### config.mk
export PLATFORM = sky130hd
export DESIGN_NAME = nand_ecc_gen
export DESIGN_NICKNAME = d
export VERILOG_FILES = /design/src/rtl/nand_ecc_gen.sv
export SDC_FILE = /design/constraint.sdc
export NUM_CORES = 1
export LEC_CHECK = 0
export ABC_AREA = 1
export BUFFER_PORTS_ARGS = -buffer_cell sky130_fd_sc_hd__buf_4
export CAP_MARGIN = 40
export CORE_MARGIN = 2
export CORE_UTILIZATION = 48
export DETAILED_ROUTE_END_ITERATION = 10
export GPL_ROUTABILITY_DRIVEN = 0
export PLACE_DENSITY = 0.85
export SLEW_MARGIN = 30
export SYNTH_ARGS = -nofsm -noshare
export SYNTH_HDL_FRONTEND = slang
export SYNTH_SLANG_ARGS = --single-unit
### constraint.sdc
create_clock -name clk -period 2.7 [get_ports clk]
set_input_delay 0.135 -clock clk [delete_from_list [all_inputs] [get_ports clk]]
set_output_delay 0.135 -clock clk [all_outputs]
set_load 0.005 [all_outputs]
### src/rtl/nand_ecc_gen.sv
module nand_ecc_gen (
  input  logic        clk,
  input  logic        rst_n,
  input  logic        clr,
  input  logic        sos,
  input  logic        valid,
  input  logic [7:0]  data,
  output logic        done,
  output logic [31:0] parity_word,
  output logic [23:0] code
);
  localparam int SECTOR_BYTES = 512;
  localparam int IDX_W = $clog2(SECTOR_BYTES);
  localparam int NP = 3 + IDX_W;

  logic [NP-1:0]    pe, po, ne, no;
  logic [IDX_W:0]   cnt;
  logic [IDX_W-1:0] idx;
  logic             accept, bpar;

  assign accept = valid && !clr && (sos || !cnt[IDX_W]);
  assign idx    = sos ? '0 : cnt[IDX_W-1:0];
  assign bpar   = ^data;

  always_comb begin
    ne = sos ? '0 : pe;
    no = sos ? '0 : po;
    if (accept) begin
      ne[0] = ne[0] ^ (^(data & 8'h55));
      no[0] = no[0] ^ (^(data & 8'hAA));
      ne[1] = ne[1] ^ (^(data & 8'h33));
      no[1] = no[1] ^ (^(data & 8'hCC));
      ne[2] = ne[2] ^ (^(data & 8'h0F));
      no[2] = no[2] ^ (^(data & 8'hF0));
      for (int k = 0; k < IDX_W; k++) begin
        if (idx[k]) no[k+3] = no[k+3] ^ bpar;
        else        ne[k+3] = ne[k+3] ^ bpar;
      end
    end
  end

  always_ff @(posedge clk or negedge rst_n) begin
    if (!rst_n) begin
      pe   <= '0;
      po   <= '0;
      cnt  <= '0;
      done <= 1'b0;
    end else if (clr) begin
      pe   <= '0;
      po   <= '0;
      cnt  <= '0;
      done <= 1'b0;
    end else begin
      pe   <= ne;
      po   <= no;
      cnt  <= accept ? {1'b0, idx} + 1'b1 : (sos ? '0 : cnt);
      done <= accept && (&idx);
    end
  end

  assign parity_word = {{(16-NP){1'b0}}, po, {(16-NP){1'b0}}, pe};

  assign code[7:0]   = ~{po[6], pe[6], po[5], pe[5], po[4], pe[4], po[3], pe[3]};
  assign code[15:8]  = ~{po[10], pe[10], po[9], pe[9], po[8], pe[8], po[7], pe[7]};
  assign code[23:16] = ~{po[2], pe[2], po[1], pe[1], po[0], pe[0], po[11], pe[11]};
endmodule


After elaboration in Yosys (flattened, before gate mapping):

Cells that the tools add are included.

* $add $sub $neg: 1
* multiplexer cells: 29
* bitwise operators: 27
* reduce and logical (&&, ||, !) cells: 15

Operators by type and width (number)
* $mux 12: 6
* $reduce_xor 8->1: 7
* $mux 10: 3
* $not 8->8: 3
* $xor 1x1->1: 24
* $mux 1: 19
* $add 9x1->10 const B: 1
* $mux 9: 1
* $reduce_and 9->1: 1
* $logic_and 1x1->1: 3
* $reduce_bool 3->1: 1
* $logic_not 1->1: 2
* $logic_or 1x1->1: 1

* register bits after elaboration: 35
* bits of input ports: 13
* output and inout port bits: 57
* word-level logic and storage cells: 76

Logic depth before layout (Yosys ltp):

Gate-level depths: netlist of run 1.

* word-level depth: 5
* depth in mapped cells: 11
* depth with buffers taken out: 11

Worst setup path after synthesis of run 1:

OpenSTA, ideal clock, no wires.

* path type: register to register
* from: reg cnt[0]
* to: reg cnt[8]
* library setup time: 0.126 ns
* arrival: 1.552 ns
* data required time: 2.574 ns
* path slack: 1.022 ns
* stages on the path, launching flop included: 12
* buffers on the path: 0
* clock period less this slack: 1.678 ns
* cells stage by stage: dfrtp_1 inv_1 nor2_1 nand2_1 nor2_1 nand3_1 inv_1 nand3_1 nor2_1 ha_1 nand2_1 o21ai_0

* cells in the longest elaborated chain, start to end: 4

RTL lines
* from (decl): RTL line 17 `logic [IDX_W:0] cnt;`
* from (signal assigned): RTL line 56 `cnt <= accept ? {1'b0, idx} + 1'b1 : (sos ? '0 : cnt);`
* $mux 9: RTL line 22 `assign idx = sos ? '0 : cnt[IDX_W-1:0];`
* $add 9x1->10: RTL line 56
* $mux 10: RTL line 56
* $mux 10: RTL line 48 `end else if (clr) begin`

Every way passes these cells.
A chain may end at the register's enable or synchronous reset.

Worst setup path after layout of run 1:

Ends and elaborated chain as after synthesis.

==> results of run 1 <==
power breakdown:
part	internal, mW	switching, mW	leakage, nW
clock	0.200	0.191	0.0470
combinational	0.111	0.165	1.10
sequential	0.545	0.0129	0.478
total	0.857	0.368	1.62
cell usage in the layout, fill, tap and decap left out:
master	instances
clkinv_2	1
nand2_1	106
a21oi_1	1
nand3_1	33
inv_2	1
dfrtp_1	35
dlygate4sd3_1	1
conb_1	8
o22ai_1	2
nand3_2	2
inv_1	82
a21oi_4	1
o21ai_0	14
nor2_1	43
xor2_1	2
ha_1	1
xnor2_1	5
buf_4	64
nand4_1	20
nand2_2	1
clkbuf_8	6
layer usage:
| layer | part of all wire, % | GRT usage, % | vias up |
|---|---|---|---|
| met5 | 0 | 0 | - |
| met4 | 1.2 | 8.73 | 0 |
| met3 | 5.1 | 3.66 | 8 |
| met2 | 50 | 37.0 | 69 |
| met1 | 44 | 25.5 | 1112 |
| li1 | - | - | 1222 |
kinds of logic (layout without fill, tap and decap cells):
group,Yosys count,after routing
XOR/XNOR,7,7
flip-flops,35,35
other,1,8
adder cells (fa/ha/maj),1,1
AO/OA/AOI/OAI,18,18
buffers and inverters,103,155
AND/OR/NAND/NOR,205,205
registers in the layout, summed over array words and instances, names as in the netlist:
| register | flops |
|---|---|
| pe | 12 |
| po | 12 |
| cnt | 10 |
| done | 1 |
cell usage after synthesis, drive strengths merged:
master	count
dfrtp	35
o21ai	14
nand4	20
xnor2	5
buf	18
a21oi	2
inv	83
nor2	43
nand2	107
nand3	35
o22ai	2
xor2	2
ha	1
conb	1
clkbuf	2
critical path: cells and delay by family (launching register included):
kind            cells  cell delay (ns)
simple gates        7             0.98
fa+ha+maj           1             0.23
compound gates      1             0.07
flops               1             0.32
buf+inv             2             0.18
final timing paths:
path,cells after the start,end,start,slack [ns]
worst max-delay path,11,cnt[8],cnt[0],0.81
worst min-delay path,4,cnt[9],clr,0.24
worst max register to register,11,cnt[8],cnt[0],0.81
worst min register to register,2,cnt[7],cnt[7],0.49
max in group asynchronous,2,po[1],rst_n,2.04
min in group asynchronous,2,pe[9],rst_n,0.32
through the flow:
| stage | hold WS, ns | util [%] | total power [mW] | cell area, um2 |
|---|---|---|---|---|
| after floorplan | -0.161 | - | 0.732 | 2390 |
| after global placement | 0.114 | 59.6 | 0.833 | 2840 |
| after detailed placement | 0.118 | 59.6 | 0.842 | 2840 |
| after CTS | 0.236 | 61.7 | 1.23 | 2930 |
| after global routing | 0.254 | 61.7 | 1.28 | 2930 |
| final | 0.237 | 61.7 | 1.23 | 2930 |
layout make-up:
| class | instances | area [um2] |
|---|---|---|
| fillers | 429 | 1820 |
| multi-input cells | 239 | 1080 |
| flip-flops and latches | 35 | 876 |
| repair buffers | 65 | 490 |
| inverters | 83 | 312 |
| well taps | 67 | 83.8 |
| clock buffers | 6 | 82.6 |
| clock inverters | 1 | 5.00 |
==> out/results.txt, run 1 <==
Setup Crit Path Kind = reg -> reg
Slowest CP cell = dfrtp_1
RSZ-0062 raised after global routing = no
Effective utilization at floorplan = 49.8%
I/O pin cnt = 70
Setup WS pre-CTS = 0.771 ns
Post-Syn Instances = 370
Clk buf depth = 2
Worst-margin pin slew = 0.633 ns
CTS H-tree depth = 2
YS warnings = 0
Final Cycle Share = 70.1%
Status = complete, no violations
HP Class = in -> reg
Clock Latency Late Sink = 0.29 ns
FF+latch count, synth = 35
Vias in the first global route = 2,122
Area grow syn2layout = 23.8%
Die width = 74.2 um
First-pass GRT wire length = 9190 um
Worst-path maximum fanout = 5
Crit path cell chain = inv_1, nor2_1, nand2_1, nor2_1, nand3_1, inv_1, nand3_1, nor2_1, ha_1, nand2_1, o21ai_0
Layout Skew = 0.00828 ns
Sink Count = 35
CTS tree = yes
Drt first pass iters = 4
GR Overflow Total = 0
Max-Cap Viols = 0
DR DRC count = 0
Total track usage = 21.1%
Slew headroom = 57.6%
Post-Synth XOR/XNOR Area = 2.59%
Post-DRT Antenna Nets = 0
Post-Syn Area per Cell = 6.40 um2
Core area = 4750 um2
Simple-gate share of the synthesized area = 37.0%
Final min period = 1.89 ns
Largest stage delay, worst path = 0.32 ns
Antenna violations before repair = 0
1st-iter DRT viols = 143
IO buf count = 61
Layout Cells excl Fill = 496
Adder-cell share of the synthesized area = 0.528%
Max Fclk = 529 MHz
Power Dens Cells = 418 nW/um2
Num CTS Buffers = 5
Setup violations, final = 0
TNS Setup = 0 ns
Root Buffer = clkbuf_8
Post-synthesis mux area share = 0%
Startpoint types = register
Synth cell types = 22
Peak VDD IR = 269 uV
Largest net degree at the start of global routing = 37
Vert. Die Dim = 74.2 um
Pleak = 1.62 nW
Diode count = 0
Nets = 443
Dpl hpwl = 4060 um
Post-CTS setup buffers = 0
Reg clk slew, reported paths = 0.07 ns
Critical Path AT = 2.06 ns
Via count of the routed design = 2,411
Crit path top cell by count = nor2_1
Area contributors post-synth = dfrtp_1 37%, nand2_1 17%, inv_1 13%, nand3_1 7.0%, nor2_1 6.8%
Synth Cell Area = 2370 um2
Site row count = 25
Register area share after synthesis = 37.0%
Post_cts resized = 0
Fin. Hold Viols = 0
Drt wl/cell = 11.5 um
Post-Place Cells = 488
Routed WL = 5690 um
Critical path endpoint category = register
Largest family of logic cells by synthesized area = simple AND/OR/NAND/NOR gates
Top cell type's share of synthesized area = 37.0%
Drt via density = 4.86
CP Data Required Time = 2.87 ns
Hold Buf Count CTS = 1
Max-slew violation count = 0
Yosys top cell by area = dfrtp_1
Worst Setup Slack, final = 0.808 ns
Compound-Gate Fraction of Synth Area = 4.38%
Ratio of cells with drive above 1 in the final layout = 17.7%
Die footprint = 5510 um2
Note: power is estimated with default switching activity, not from simulation.
==> run 2: changes to the inputs <==
Clock period 2.7 ns to 1.9 ns, I/O delays scaled along.
==> out/results.txt, run 2 (synthesis results as in run 1) <==
Post-DRT Antenna Nets = 0 (unchanged)
Drt via density = 4.93 (+1.5%)
I/O pin cnt = 70 (unchanged)
Max-Cap Viols = 0 (unchanged)
Vias in the first global route = 2,231 (+5.1%)
Layout Skew = 0.00436 ns (-0.00391 ns)
Top Registers = pe (12), po (12), cnt (10)
RSZ-0062 raised after global routing = no
Clock Latency Late Sink = 0.29 ns (about the same)
Root Buffer = clkbuf_8
Fillcell total = 454 (+5.8%)
Sequential cell area = 876 um2 (unchanged)
Critical path endpoint category = register
Startpoint types = register
Clock group share of total power = 29.5% (-2.4 points)
Drt first pass iters = 5 (+1)
Crit path cell chain = inv_1, nor2_1, nand2_1, nor2_2, nand3_2, inv_1, nand3_1, nor2_1, ha_1, nand2_1, o21ai_0
Reg clk slew, reported paths = 0.07 ns (about the same)
Via count of the routed design = 2,471 (+2.5%)
Setup violations, final = 0 (unchanged)
CP Data Required Time = 2.07 ns (-0.80 ns)
Die width = 74.2 um (unchanged)
Max Fclk = 582 MHz (+10%)
R2r setup slk = 0.18 ns (-0.63 ns)
Routed WL = 5800 um (+2.0%)
Clk buf depth = 2 (unchanged)
Sink Count = 35 (unchanged)
HP Class = in -> reg
Ratio of cells with drive above 1 in the final layout = 18.9% (+1.2 points)
DR DRC count = 0 (unchanged)
Largest net degree at the start of global routing = 37 (unchanged)
Worst-path maximum fanout = 5 (unchanged)
Power Dens Cells = 571 nW/um2 (+37%)
Nets = 449 (+1.4%)
Largest stage delay, worst path = 0.33 ns (about the same)
Site row count = 25 (unchanged)
Post-CTS setup buffers = 0 (unchanged)
End of the worst register-to-register path = cnt[8]
TNS Setup = 0 ns (unchanged)
Dpl hpwl = 4300 um (+6.1%)
Psw = 0.508 mW (+38%)
1st-iter DRT viols = 124 (-13%)
Most common cell after layout, fill and taps aside = nand2_1
HP Start = sos
Antenna violations before repair = 0 (unchanged)
Status = complete, no violations
Num CTS Buffers = 5 (unchanged)
Most frequent cells in the layout = 106 x nand2_1, 82 x inv_1, 70 x buf_4
Critical Path AT = 1.88 ns (-0.18 ns)
Fin. Hold Viols = 0 (unchanged)
Slowest CP cell = dfrtp_1
Die footprint = 5510 um2 (unchanged)
Multi-input logic area = 1090 um2 (+0.69%)
Reg2reg path depth = 11 (unchanged)
First-pass GRT wire length = 9470 um (+3.1%)
Setup WS pre-CTS = 0.159 ns (-0.612 ns)
Area grow syn2layout = 25.4%
Final Cycle Share = 90.4% (+20 points)
Core area = 4750 um2 (unchanged)
GR Overflow Total = 0 (unchanged)
Sequential share of power = 46.8% (+1.2 points)
Worst Setup Slack, final = 0.183 ns (-0.625 ns)
Peak VDD IR = 252 uV (-6.4%)
CTS tree = yes
P_int = 1.19 mW (+39%)
Worst r2r src = cnt[0]
Comb power frac = 23.8% (+1.3 points)
Final min period = 1.72 ns (-0.175 ns)
Beginning of the critical path = cnt[0]
Drt wl/cell = 11.6 um (+0.95%)
CTS H-tree depth = 2 (unchanged)
Diode count = 0 (unchanged)
Hold Crit Endpoint = pe[4]
Setup Crit Path Kind = reg -> reg
Effective utilization at floorplan = 49.8% (unchanged)
Sw Share = 29.9% (-0.13 points)
IO buf count = 61 (unchanged)
Vert. Die Dim = 74.2 um (unchanged)
Pleak = 1.64 nW (+1.2%)
Total track usage = 22.1% (+1.1 points)
Max-slew violation count = 0 (unchanged)
Hold Path Stages = 6 (+2)
[run 2: power groups by stage]
stage	clock network, mW	registers (mW)	logic (mW)
detailed placement	0	0.806	0.402
global placement	0	0.806	0.389
CTS	0.511	0.793	0.405
finish	0.500	0.793	0.403
global route	0.527	0.796	0.456
floorplan	0	0.808	0.232
[run 2: stage by stage]
stage	std cells	hold WS, ns	power [mW]	utilization (%)	cell area (um2)
5_1_grt	501	0.218	1.78	62.5	2970
2_1_floorplan	377	-0.201	1.04	-	2390
3_3_place_gp	494	0.0749	1.19	60.6	2880
3_5_place_dp	494	0.0801	1.21	60.6	2880
6_report	501	0.194	1.70	62.5	2970
4_1_cts	501	0.185	1.71	62.3	2960
[run 2: critical path, delay by kind of cell (launching register included)]
kind            cells  cell delay, ns
simple gates        7            0.81
flops               1            0.33
fa+ha+maj           1            0.23
buf+inv             2            0.16
compound gates      1            0.07
[run 2: worst max path at each step]
stage,endpoint,slack (ns),depth (start not counted)
floorplan,cnt[8],0.22,11
global placement,cnt[8],0.27,11
detailed placement,cnt[8],0.16,11
CTS,cnt[8],0.15,11
global route,cnt[8],0.03,11
finish,cnt[8],0.18,11
[run 2: layer usage]
layer,vias to the layer above,routed length (um),GRT usage (%)
met2,96,2920,39.6
li1,1230,-,-
met3,10,384,3.66
met1,1135,2400,26.1
met5,-,0,0
met4,0,91,9.72
[run 2: what timing repair did]
item | CTS | global route
gates resized for setup | 0 | 2
hold buffers | 1 | 0
setup endpoints to repair | 0 | 1
endpoints found under the hold margin | 35 | 0
[run 2: layout make-up]
type | count | area share (%)
Clock buffer | 6 | 2.44
Inverter | 83 | 10.5
Multi-Input combinational cell | 239 | 36.7
Sequential cell | 35 | 29.5
Tap cell | 67 | 2.82
Timing Repair Buffer | 71 | 18.0
